[src/rtl/fwd_regfile_pkg.sv]
package fwd_regfile_pkg;

    localparam int INSTR_W = 32;
    localparam int REG_AW  = 5;
    localparam int MODE_W  = 16;

    // instruction field positions
    localparam int A_LSB    = 26;
    localparam int B_LSB    = 21;
    localparam int D_LSB    = 8;
    localparam int IO_LSB   = 13;
    localparam int MSEL_BIT = 2;

    // mode bit positions
    localparam int MB_CA = 0;
    localparam int MB_XA = 3;
    localparam int MB_CX = 4;
    localparam int MB_CB = 11;

    typedef enum logic [1:0] {
        IO_NONE  = 2'd0,
        IO_LDCAP = 2'd1,
        IO_STORE = 2'd2,
        IO_LOAD  = 2'd3
    } io_op_e;

    typedef enum logic {
        XS_IDLE  = 1'b0,
        XS_DRIVE = 1'b1
    } xstate_e;

    function automatic logic [REG_AW-1:0] fld_a(input logic [INSTR_W-1:0] w);
        return w[A_LSB +: REG_AW];
    endfunction

    function automatic logic [REG_AW-1:0] fld_b(input logic [INSTR_W-1:0] w);
        return w[B_LSB +: REG_AW];
    endfunction

    function automatic logic [REG_AW-1:0] fld_d(input logic [INSTR_W-1:0] w);
        return w[D_LSB +: REG_AW];
    endfunction

    function automatic io_op_e fld_io(input logic [INSTR_W-1:0] w);
        return io_op_e'(w[IO_LSB +: 2]);
    endfunction

endpackage

[src/rtl/rf_store.sv]
module rf_store #(
    parameter int DATA_W = 32,
    parameter int AW     = 5
) (
    input  logic              clk,
    input  logic              rst_n,
    input  logic [AW-1:0]     ra,
    input  logic [AW-1:0]     rb,
    input  logic [AW-1:0]     rd,
    output logic [DATA_W-1:0] qa,
    output logic [DATA_W-1:0] qb,
    output logic [DATA_W-1:0] qd,
    input  logic              c_we,
    input  logic [AW-1:0]     c_addr,
    input  logic [DATA_W-1:0] c_data,
    input  logic              x_we,
    input  logic [AW-1:0]     x_addr,
    input  logic [DATA_W-1:0] x_data
);
    localparam int DEPTH = 1 << AW;

    logic [DATA_W-1:0] mem [DEPTH];

    // writeback is issued last so it wins a same-address collision
    always_ff @(posedge clk or negedge rst_n) begin
        if (!rst_n) begin
            for (int i = 0; i < DEPTH; i++) mem[i] <= '0;
        end else begin
            if (x_we) mem[x_addr] <= x_data;
            if (c_we) mem[c_addr] <= c_data;
        end
    end

    assign qa = mem[ra];
    assign qb = mem[rb];
    assign qd = mem[rd];

endmodule

[src/rtl/rf_operand_mux.sv]
module rf_operand_mux
    import fwd_regfile_pkg::*;
#(
    parameter int DATA_W = 32
) (
    input  logic [INSTR_W-1:0] instr,
    input  logic [MODE_W-1:0]  mode,
    input  logic               cw_en_n,
    input  logic [REG_AW-1:0]  cw_addr,
    input  logic [DATA_W-1:0]  cw_data,
    input  logic [DATA_W-1:0]  x_in,
    input  logic [DATA_W-1:0]  x_cap,
    input  logic [DATA_W-1:0]  qa,
    input  logic [DATA_W-1:0]  qb,
    input  logic [DATA_W-1:0]  qd,
    output logic [DATA_W-1:0]  a_bus,
    output logic [DATA_W-1:0]  b_bus,
    output logic [DATA_W-1:0]  mul_b,
    output logic [DATA_W-1:0]  st_val
);
    logic [REG_AW-1:0] a_adr, b_adr, d_adr;
    logic              c_pend;

    assign a_adr  = fld_a(instr);
    assign b_adr  = fld_b(instr);
    assign d_adr  = fld_d(instr);
    assign c_pend = !cw_en_n;

    always_comb begin
        a_bus = qa;
        if (mode[MB_CA] && c_pend && a_adr == cw_addr) a_bus = cw_data;
        if (fld_io(instr) == IO_LOAD && mode[MB_XA] && a_adr == d_adr) a_bus = x_in;
    end

    always_comb begin
        b_bus = qb;
        if (mode[MB_CB] && c_pend && b_adr == cw_addr) b_bus = cw_data;
    end

    always_comb begin
        st_val = qd;
        if (mode[MB_CX] && c_pend && d_adr == cw_addr) st_val = cw_data;
    end

    assign mul_b = instr[MSEL_BIT] ? x_cap : b_bus;

endmodule

[src/rtl/rf_xport.sv]
module rf_xport
    import fwd_regfile_pkg::*;
#(
    parameter int DATA_W = 32
) (
    input  logic              clk,
    input  logic              rst_n,
    input  io_op_e            io,
    input  logic [DATA_W-1:0] x_in,
    input  logic [DATA_W-1:0] st_val,
    output logic [DATA_W-1:0] x_cap,
    output logic [DATA_W-1:0] x_out,
    output logic              x_oe
);
    xstate_e state, state_nx;

    always_comb begin
        unique case (state)
            XS_IDLE:  state_nx = (io == IO_STORE) ? XS_DRIVE : XS_IDLE;
            XS_DRIVE: state_nx = (io == IO_STORE) ? XS_DRIVE : XS_IDLE;
            default:  state_nx = XS_IDLE;
        endcase
    end

    always_ff @(posedge clk or negedge rst_n) begin
        if (!rst_n) state <= XS_IDLE;
        else        state <= state_nx;
    end

    always_ff @(posedge clk or negedge rst_n) begin
        if (!rst_n) begin
            x_out <= '0;
            x_cap <= '0;
        end else begin
            if (io == IO_STORE) x_out <= st_val;
            if (io == IO_LDCAP) x_cap <= x_in;
        end
    end

    assign x_oe = (state == XS_DRIVE);

endmodule

[src/rtl/fwd_regfile.sv]
module fwd_regfile
    import fwd_regfile_pkg::*;
#(
    parameter int DATA_W = 32
) (
    input  logic               clk,
    input  logic               rst_n,
    input  logic [INSTR_W-1:0] instr,
    input  logic               cw_en_n,
    input  logic [REG_AW-1:0]  cw_addr,
    input  logic [DATA_W-1:0]  cw_data,
    input  logic [MODE_W-1:0]  mode,
    input  logic [DATA_W-1:0]  x_in,
    output logic [DATA_W-1:0]  a_bus,
    output logic [DATA_W-1:0]  b_bus,
    output logic [DATA_W-1:0]  mul_b,
    output logic [DATA_W-1:0]  x_cap,
    output logic [DATA_W-1:0]  x_out,
    output logic               x_oe
);
    io_op_e            io;
    logic              x_we;
    logic [DATA_W-1:0] qa, qb, qd, st_val;
    logic              unused_bits;

    assign io   = fld_io(instr);
    assign x_we = (io == IO_LOAD) || (io == IO_LDCAP);

    assign unused_bits = ^{instr[31], instr[20:15], instr[7:3], instr[1:0],
                           mode[15:12], mode[10:5], mode[2:1]};

    rf_store #(.DATA_W(DATA_W), .AW(REG_AW)) u_store (
        .clk    (clk),
        .rst_n  (rst_n),
        .ra     (fld_a(instr)),
        .rb     (fld_b(instr)),
        .rd     (fld_d(instr)),
        .qa     (qa),
        .qb     (qb),
        .qd     (qd),
        .c_we   (!cw_en_n),
        .c_addr (cw_addr),
        .c_data (cw_data),
        .x_we   (x_we),
        .x_addr (fld_d(instr)),
        .x_data (x_in)
    );

    rf_operand_mux #(.DATA_W(DATA_W)) u_mux (
        .instr   (instr),
        .mode    (mode),
        .cw_en_n (cw_en_n),
        .cw_addr (cw_addr),
        .cw_data (cw_data),
        .x_in    (x_in),
        .x_cap   (x_cap),
        .qa      (qa),
        .qb      (qb),
        .qd      (qd),
        .a_bus   (a_bus),
        .b_bus   (b_bus),
        .mul_b   (mul_b),
        .st_val  (st_val)
    );

    rf_xport #(.DATA_W(DATA_W)) u_xport (
        .clk    (clk),
        .rst_n  (rst_n),
        .io     (io),
        .x_in   (x_in),
        .st_val (st_val),
        .x_cap  (x_cap),
        .x_out  (x_out),
        .x_oe   (x_oe)
    );

endmodule

[config.mk]
export PLATFORM = sky130hd
export DESIGN_NAME = fwd_regfile
export DESIGN_NICKNAME = d
export VERILOG_FILES = /design/src/rtl/fwd_regfile_pkg.sv /design/src/rtl/rf_store.sv /design/src/rtl/rf_operand_mux.sv /design/src/rtl/rf_xport.sv /design/src/rtl/fwd_regfile.sv
export SDC_FILE = /design/constraint.sdc
export NUM_CORES = 2
export LEC_CHECK = 0
export ABC_CLOCK_PERIOD_IN_PS = 4100
export BUFFER_PORTS_ARGS = -buffer_cell sky130_fd_sc_hd__buf_4
export CORE_MARGIN = 2
export CORE_UTILIZATION = 55
export DETAILED_ROUTE_END_ITERATION = 16
export HOLD_SLACK_MARGIN = 0.03
export PLACE_DENSITY_LB_ADDON = 0.15
export SYNTH_ARGS = -nofsm -noshare
export SYNTH_HDL_FRONTEND = slang
export SYNTH_SLANG_ARGS = --single-unit
[constraint.sdc]
create_clock -name clk -period 4.1 [get_ports clk]
set_input_delay 0.41 -clock clk [delete_from_list [all_inputs] [get_ports clk]]
set_output_delay 0.41 -clock clk [all_outputs]
set_load 0.02 [all_outputs]
# After elaboration in Yosys (flattened, before gate mapping)
# Index checks and enable logic that the tools add are counted.
# totals
register_bits	1089
out_inout_bits	161
word_cells	87
inputBits	120
# classes
n_reduce_logical	12
n_mux	23
n_eq_ne	7
bitwise_logic	4
n_lt_le_gt_ge	6
# op_table
operator	count
1024-bit bitwise mux	2
1024-bit 2-to-1 mux	2
32-bit binary-select mux with 5-bit select	3
32-bit 2-to-1 mux	13
32-bit demux with 5-bit select	2
6-bit >= comparator, second input constant	4
5-bit NOT with 6-bit output	4
5-bit == test	4
6-bit by 1-bit less-than comparator with 1-bit output, second input constant	2
1-bit logical AND	10
2-bit == test, second input constant	2
2-bit by 1-bit == test with 1-bit output, second input constant	1
1-bit zero test	1
1-bit logical OR	1
1-bit 2-to-1 mux	1

# Depth between registers and ports, before layout
# depth
word_depth	9
ltp_mapped	10
ltp_nobuf	6

# Cells and area by module
# Synthesis repeated with hierarchy kept, for this count alone.
# hier_totals
cells_unflattened	8723
hier_area_um2	79859.1
# by_module_without_submodules
module	area_each_um2	seq_area_each_um2	instances	cells_per_inst
rf_store	74086.1	25624.6	1	8168
rf_operand_mux	3064.2	0.0	1	413
rf_xport	2701.3	1626.6	1	140
fwd_regfile	7.5	0.0	1	2

# Least setup slack after synthesis
# OpenSTA, ideal clock, no wires.
# synth_path
path_type	input port to output port
from	input port instr[26]
to	output port a_bus[21]
t_required_ps	3690
slack_ps	1403
n_path_buf	4
stages	10
arrival_ps	2287
path_cell_list	buf_2 buf_6 buf_4 buf_4 mux2i_1 a221oi_1 a21oi_1 o211ai_1 o21ai_0 o21ai_0
# synth_between
elab_chain_len	6
word_cells_on_any_way	10
classes_between	eq/ne (2); mux (5); bitwise (1); reduce/logical (2)
# synth_rtl
item	line	source
start: declaration	fwd_regfile.sv:8	input logic [INSTR_W-1:0] instr,
5-bit NOT with 6-bit output (implied by the code)	rf_store.sv:34	assign qa = mem[ra];
32-bit binary-select mux with 5-bit select	rf_store.sv:34	
32-bit 2-to-1 mux (implied by the code) (2 in a row)	rf_store.sv:34	
32-bit 2-to-1 mux	rf_operand_mux.sv:31	if (mode[MB_CA] && c_pend && a_adr == cw_addr) a_bus = cw_data;
32-bit 2-to-1 mux (*)	rf_operand_mux.sv:32	if (fld_io(instr) == IO_LOAD && mode[MB_XA] && a_adr == d_adr) a_bus = x_in;
end: declaration	fwd_regfile.sv:14	output logic [DATA_W-1:0] a_bus,
# Every way passes the cells marked *; elsewhere a longest branch is shown, timed or not. The select of a mux whose other input is x is not followed.

# Final worst setup path
# layout_path
from	input port instr[26]
to	output port a_bus[25]
# The elaborated chain is that of the path after synthesis.

==> impl_metrics.tcl <==
set metrics [dict create \
    post_cts_resized 0 \
    cts-root-buf "clkbuf_16" \
    regToRegSetupSlack_ns 1.79 \
    power.density_nw_per_um2 486 \
    path_class "in2out" \
    grt_pass1_vias 64400 \
    htree_levels 4 \
    worst_pin_slew_ns 1.37 \
    firstDrtPassIters 9 \
    r2r_cells 5 \
    cts_tree "done" \
    setup.worst_path.end "a_bus[25]" \
    ys.warnings.count 0 \
    ys_ff_latch 1089 \
    io_pins 281 \
    synthTopCellsByArea "dfrtp_1, mux2i_1, mux4_2, a21oi_1, o21ai_0" \
    synth_top_family_by_area "multiplexers" \
    setup-violations-final 0 \
    post_synth.cell_area_avg_um2 10.2 \
    tns_ns 0 \
    drt_iter0_markers 13300 \
    portBuffers 254 \
    period_needed_ns 3.97 \
    vias 68900 \
    synth_edf_count 0 \
    drc 0 \
    yosysMostFrequentCell "mux2i_1" \
    final_cells 9144 \
    synth_fa_ha_area_share_pct 0 \
    num_rows 136 \
    globalplace.congestion 0.973 \
    syn_area_um2 76500 \
    cp-startpoint "instr[26]" \
    cp_max_fo 41 \
    syn-num-nets 7585 \
    synth_flop_cell "dfrtp_1" \
    synth_top_area_share_pct 35.6 \
    hold_ws_ns 0.0944 \
    yosys.area_share.simple_pct 7.92 \
    synth_compound_area_share_pct 13.7 \
    peakVddDrop_uv 521 \
    timing.final.crit_share_pct 96.8 \
    grt_pass1_wl_um 485000 \
    track_usage_pct 48.0 \
    hold_violations 0 \
    synthArstFlopShare_pct 100 \
    hold_path_class "in2reg" \
    die_w_um 377 \
    crit_arrival_ns 3.56 \
    drive_gt1_share_pct 19.0 \
    cts_hold_buf 1 \
    synthMuxAreaShare_pct 36.8 \
    routed_via_density 7.53 \
    placedCellCount 8884 \
    netlist_instances 7465 \
    p_leak_uw 0.0349 \
    maxCapViolCount 0 \
    synth_cell_types 54 \
    skew_ns 0.0221 \
    grt_max_degree 125 \
    drt_wl_total_um 346000 \
    syn_to_final_growth_pct 10.5 \
    fmax_ghz 0.252 \
    synth_xor_xnor_area_share_pct 0.229 \
    synth_common_cells "mux2i_1, dfrtp_1, nand2_1" \
    dp_hpwl_um 208000 \
    drv_slew 0 \
    synth_top_cell_by_area "dfrtp_1" \
    clk_pin_slew_ns 0.06 \
    initial_core_util_pct 55.5 \
    cp-end-kind "output port" \
    outcome "completed" \
    cts_buffers 130 \
    worstReg2RegStart "u_store.mem[783]$_DFF_PN0_" \
    wl_per_cell_um 37.8 \
    postCtsSetupRepairBufs 0 \
    synth_seq_area_share_pct 35.6 \
    required_ns 3.69 \
    ant_nets 0 \
    fin_util_pct 61.4 \
    clk-insertion-delay-late_ns 0.78 \
    overflow 0 \
    finalNetCount 7343 \
    power_uw 41100 \
    reg2reg_to "u_xport.x_out[15]$_DFFE_PN0P_" \
    clock_path_buffers 3 \
    rsz0062_at_grt "false" \
    cp-start-kind "input pin" \
    antenna_found_initial 40 \
    n_fill_cell 11300 \
    dieHeight_um 377 \
    fp.coreArea_um2 138000 \
    cts.sinks 1089 \
    die-area_um2 142000 \
    max-slew-margin-rel_pct 8.38 \
]
## state kept, by name, summed over array words and instances (netlist names)
signal,flops
u_xport.x_cap,32
u_xport.x_out,32
u_xport.x_oe,1
u_store.mem,1024
## placed cells by master (no fill, tap or decap), types with 10 or more instances in the layout
| master | n |
|---|---|
| mux2i_1 | 1644 |
| dfrtp_1 | 1089 |
| nand2_1 | 661 |
| a21oi_1 | 654 |
| o21ai_0 | 584 |
| nor2_1 | 563 |
| mux4_2 | 504 |
| buf_4 | 450 |
| a22oi_1 | 317 |
| clkbuf_16 | 136 |
| buf_12 | 87 |
| a221oi_1 | 84 |
| a22o_1 | 64 |
| nor2_4 | 43 |
| o22ai_1 | 38 |
| nand4_1 | 37 |
| nor2b_1 | 34 |
| or4_1 | 32 |
| mux2_2 | 32 |
| clkbuf_1 | 32 |
| clkbuf_8 | 32 |
| diode_2 | 27 |
| nand2_4 | 24 |
| clkinv_2 | 19 |
| o21ai_1 | 17 |
| xnor2_1 | 13 |
| nand3_1 | 12 |
| a221oi_2 | 10 |
## cells by family (layout without fill, tap and decap cells)
group	Yosys count	in the layout
AOI/OAI and AO/OA	1785	1785
xor gates and xnor gates	20	20
buffers and inverters	923	781
DFF	1089	1089
muxes	2180	2180
other	0	27
and+or+nand+nor	1468	1468
## worst min path at each step
stage / from / to / slack [ns] / cells past startpoint
global placement: u_xport.x_out[24]$_DFFE_PN0P_ / u_xport.x_out[24]$_DFFE_PN0P_ / 0.47 / 2
global route: cw_data[20] / u_store.mem[244]$_DFF_PN0_ / 0.1 / 3
CTS: cw_data[9] / u_store.mem[937]$_DFF_PN0_ / 0.06 / 3
detailed placement: u_xport.x_out[25]$_DFFE_PN0P_ / u_xport.x_out[25]$_DFFE_PN0P_ / 0.47 / 2
finish: cw_data[11] / u_store.mem[651]$_DFF_PN0_ / 0.09 / 3
floorplan: rst_n / u_store.mem[0]$_DFF_PN0_ / 0.11 / 0
## layout make-up
class                           count  area, um^2  share of cell area, %
Multi-Input combinational cell   5453       45500                   53.8
Sequential cell                  1089       27300                   32.2
Timing Repair Buffer              545        5230                   6.19
Clock buffer                      199        3950                   4.67
Tap cell                         1794        2240                   2.65
Clock inverter                     33         348                  0.411
Antenna cell                       27        67.6                 0.0799
Inverter                            4        15.0                 0.0178
## metrics by stage
step	cell area [um^2]	worst slack (ns)
after global routing	84600	0.200
final	84600	0.130
after CTS	84500	0.439
after detailed placement	80200	0.433
after floorplan	76500	1.40
after global placement	80200	0.449
## report_power, final
part	switching, uW	internal, uW
Clock	5020	7000
Sequential	3200	13600
Combinational	6200	6090
## routing by layer
layer | GRT usage (%) | wire [um] | vias to the layer above
li1 | - | - | 27200
met1 | 61.9 | 121000 | 33700
met2 | 64.4 | 139000 | 6437
met3 | 20.4 | 57100 | 1480
met4 | 34.3 | 29100 | 12
met5 | 0.274 | 153 | -
## worst max-delay path, stage by stage
cell and delay, ns:
buf_8 0.26, buf_12 0.36, buf_4 0.26, mux4_2 0.55
a221oi_1 0.31, a21oi_1 0.08, nor3_1 0.66, nor2_1 0.36
buf_4 0.27
No activity file was read; power rests on OpenSTA's default activity.
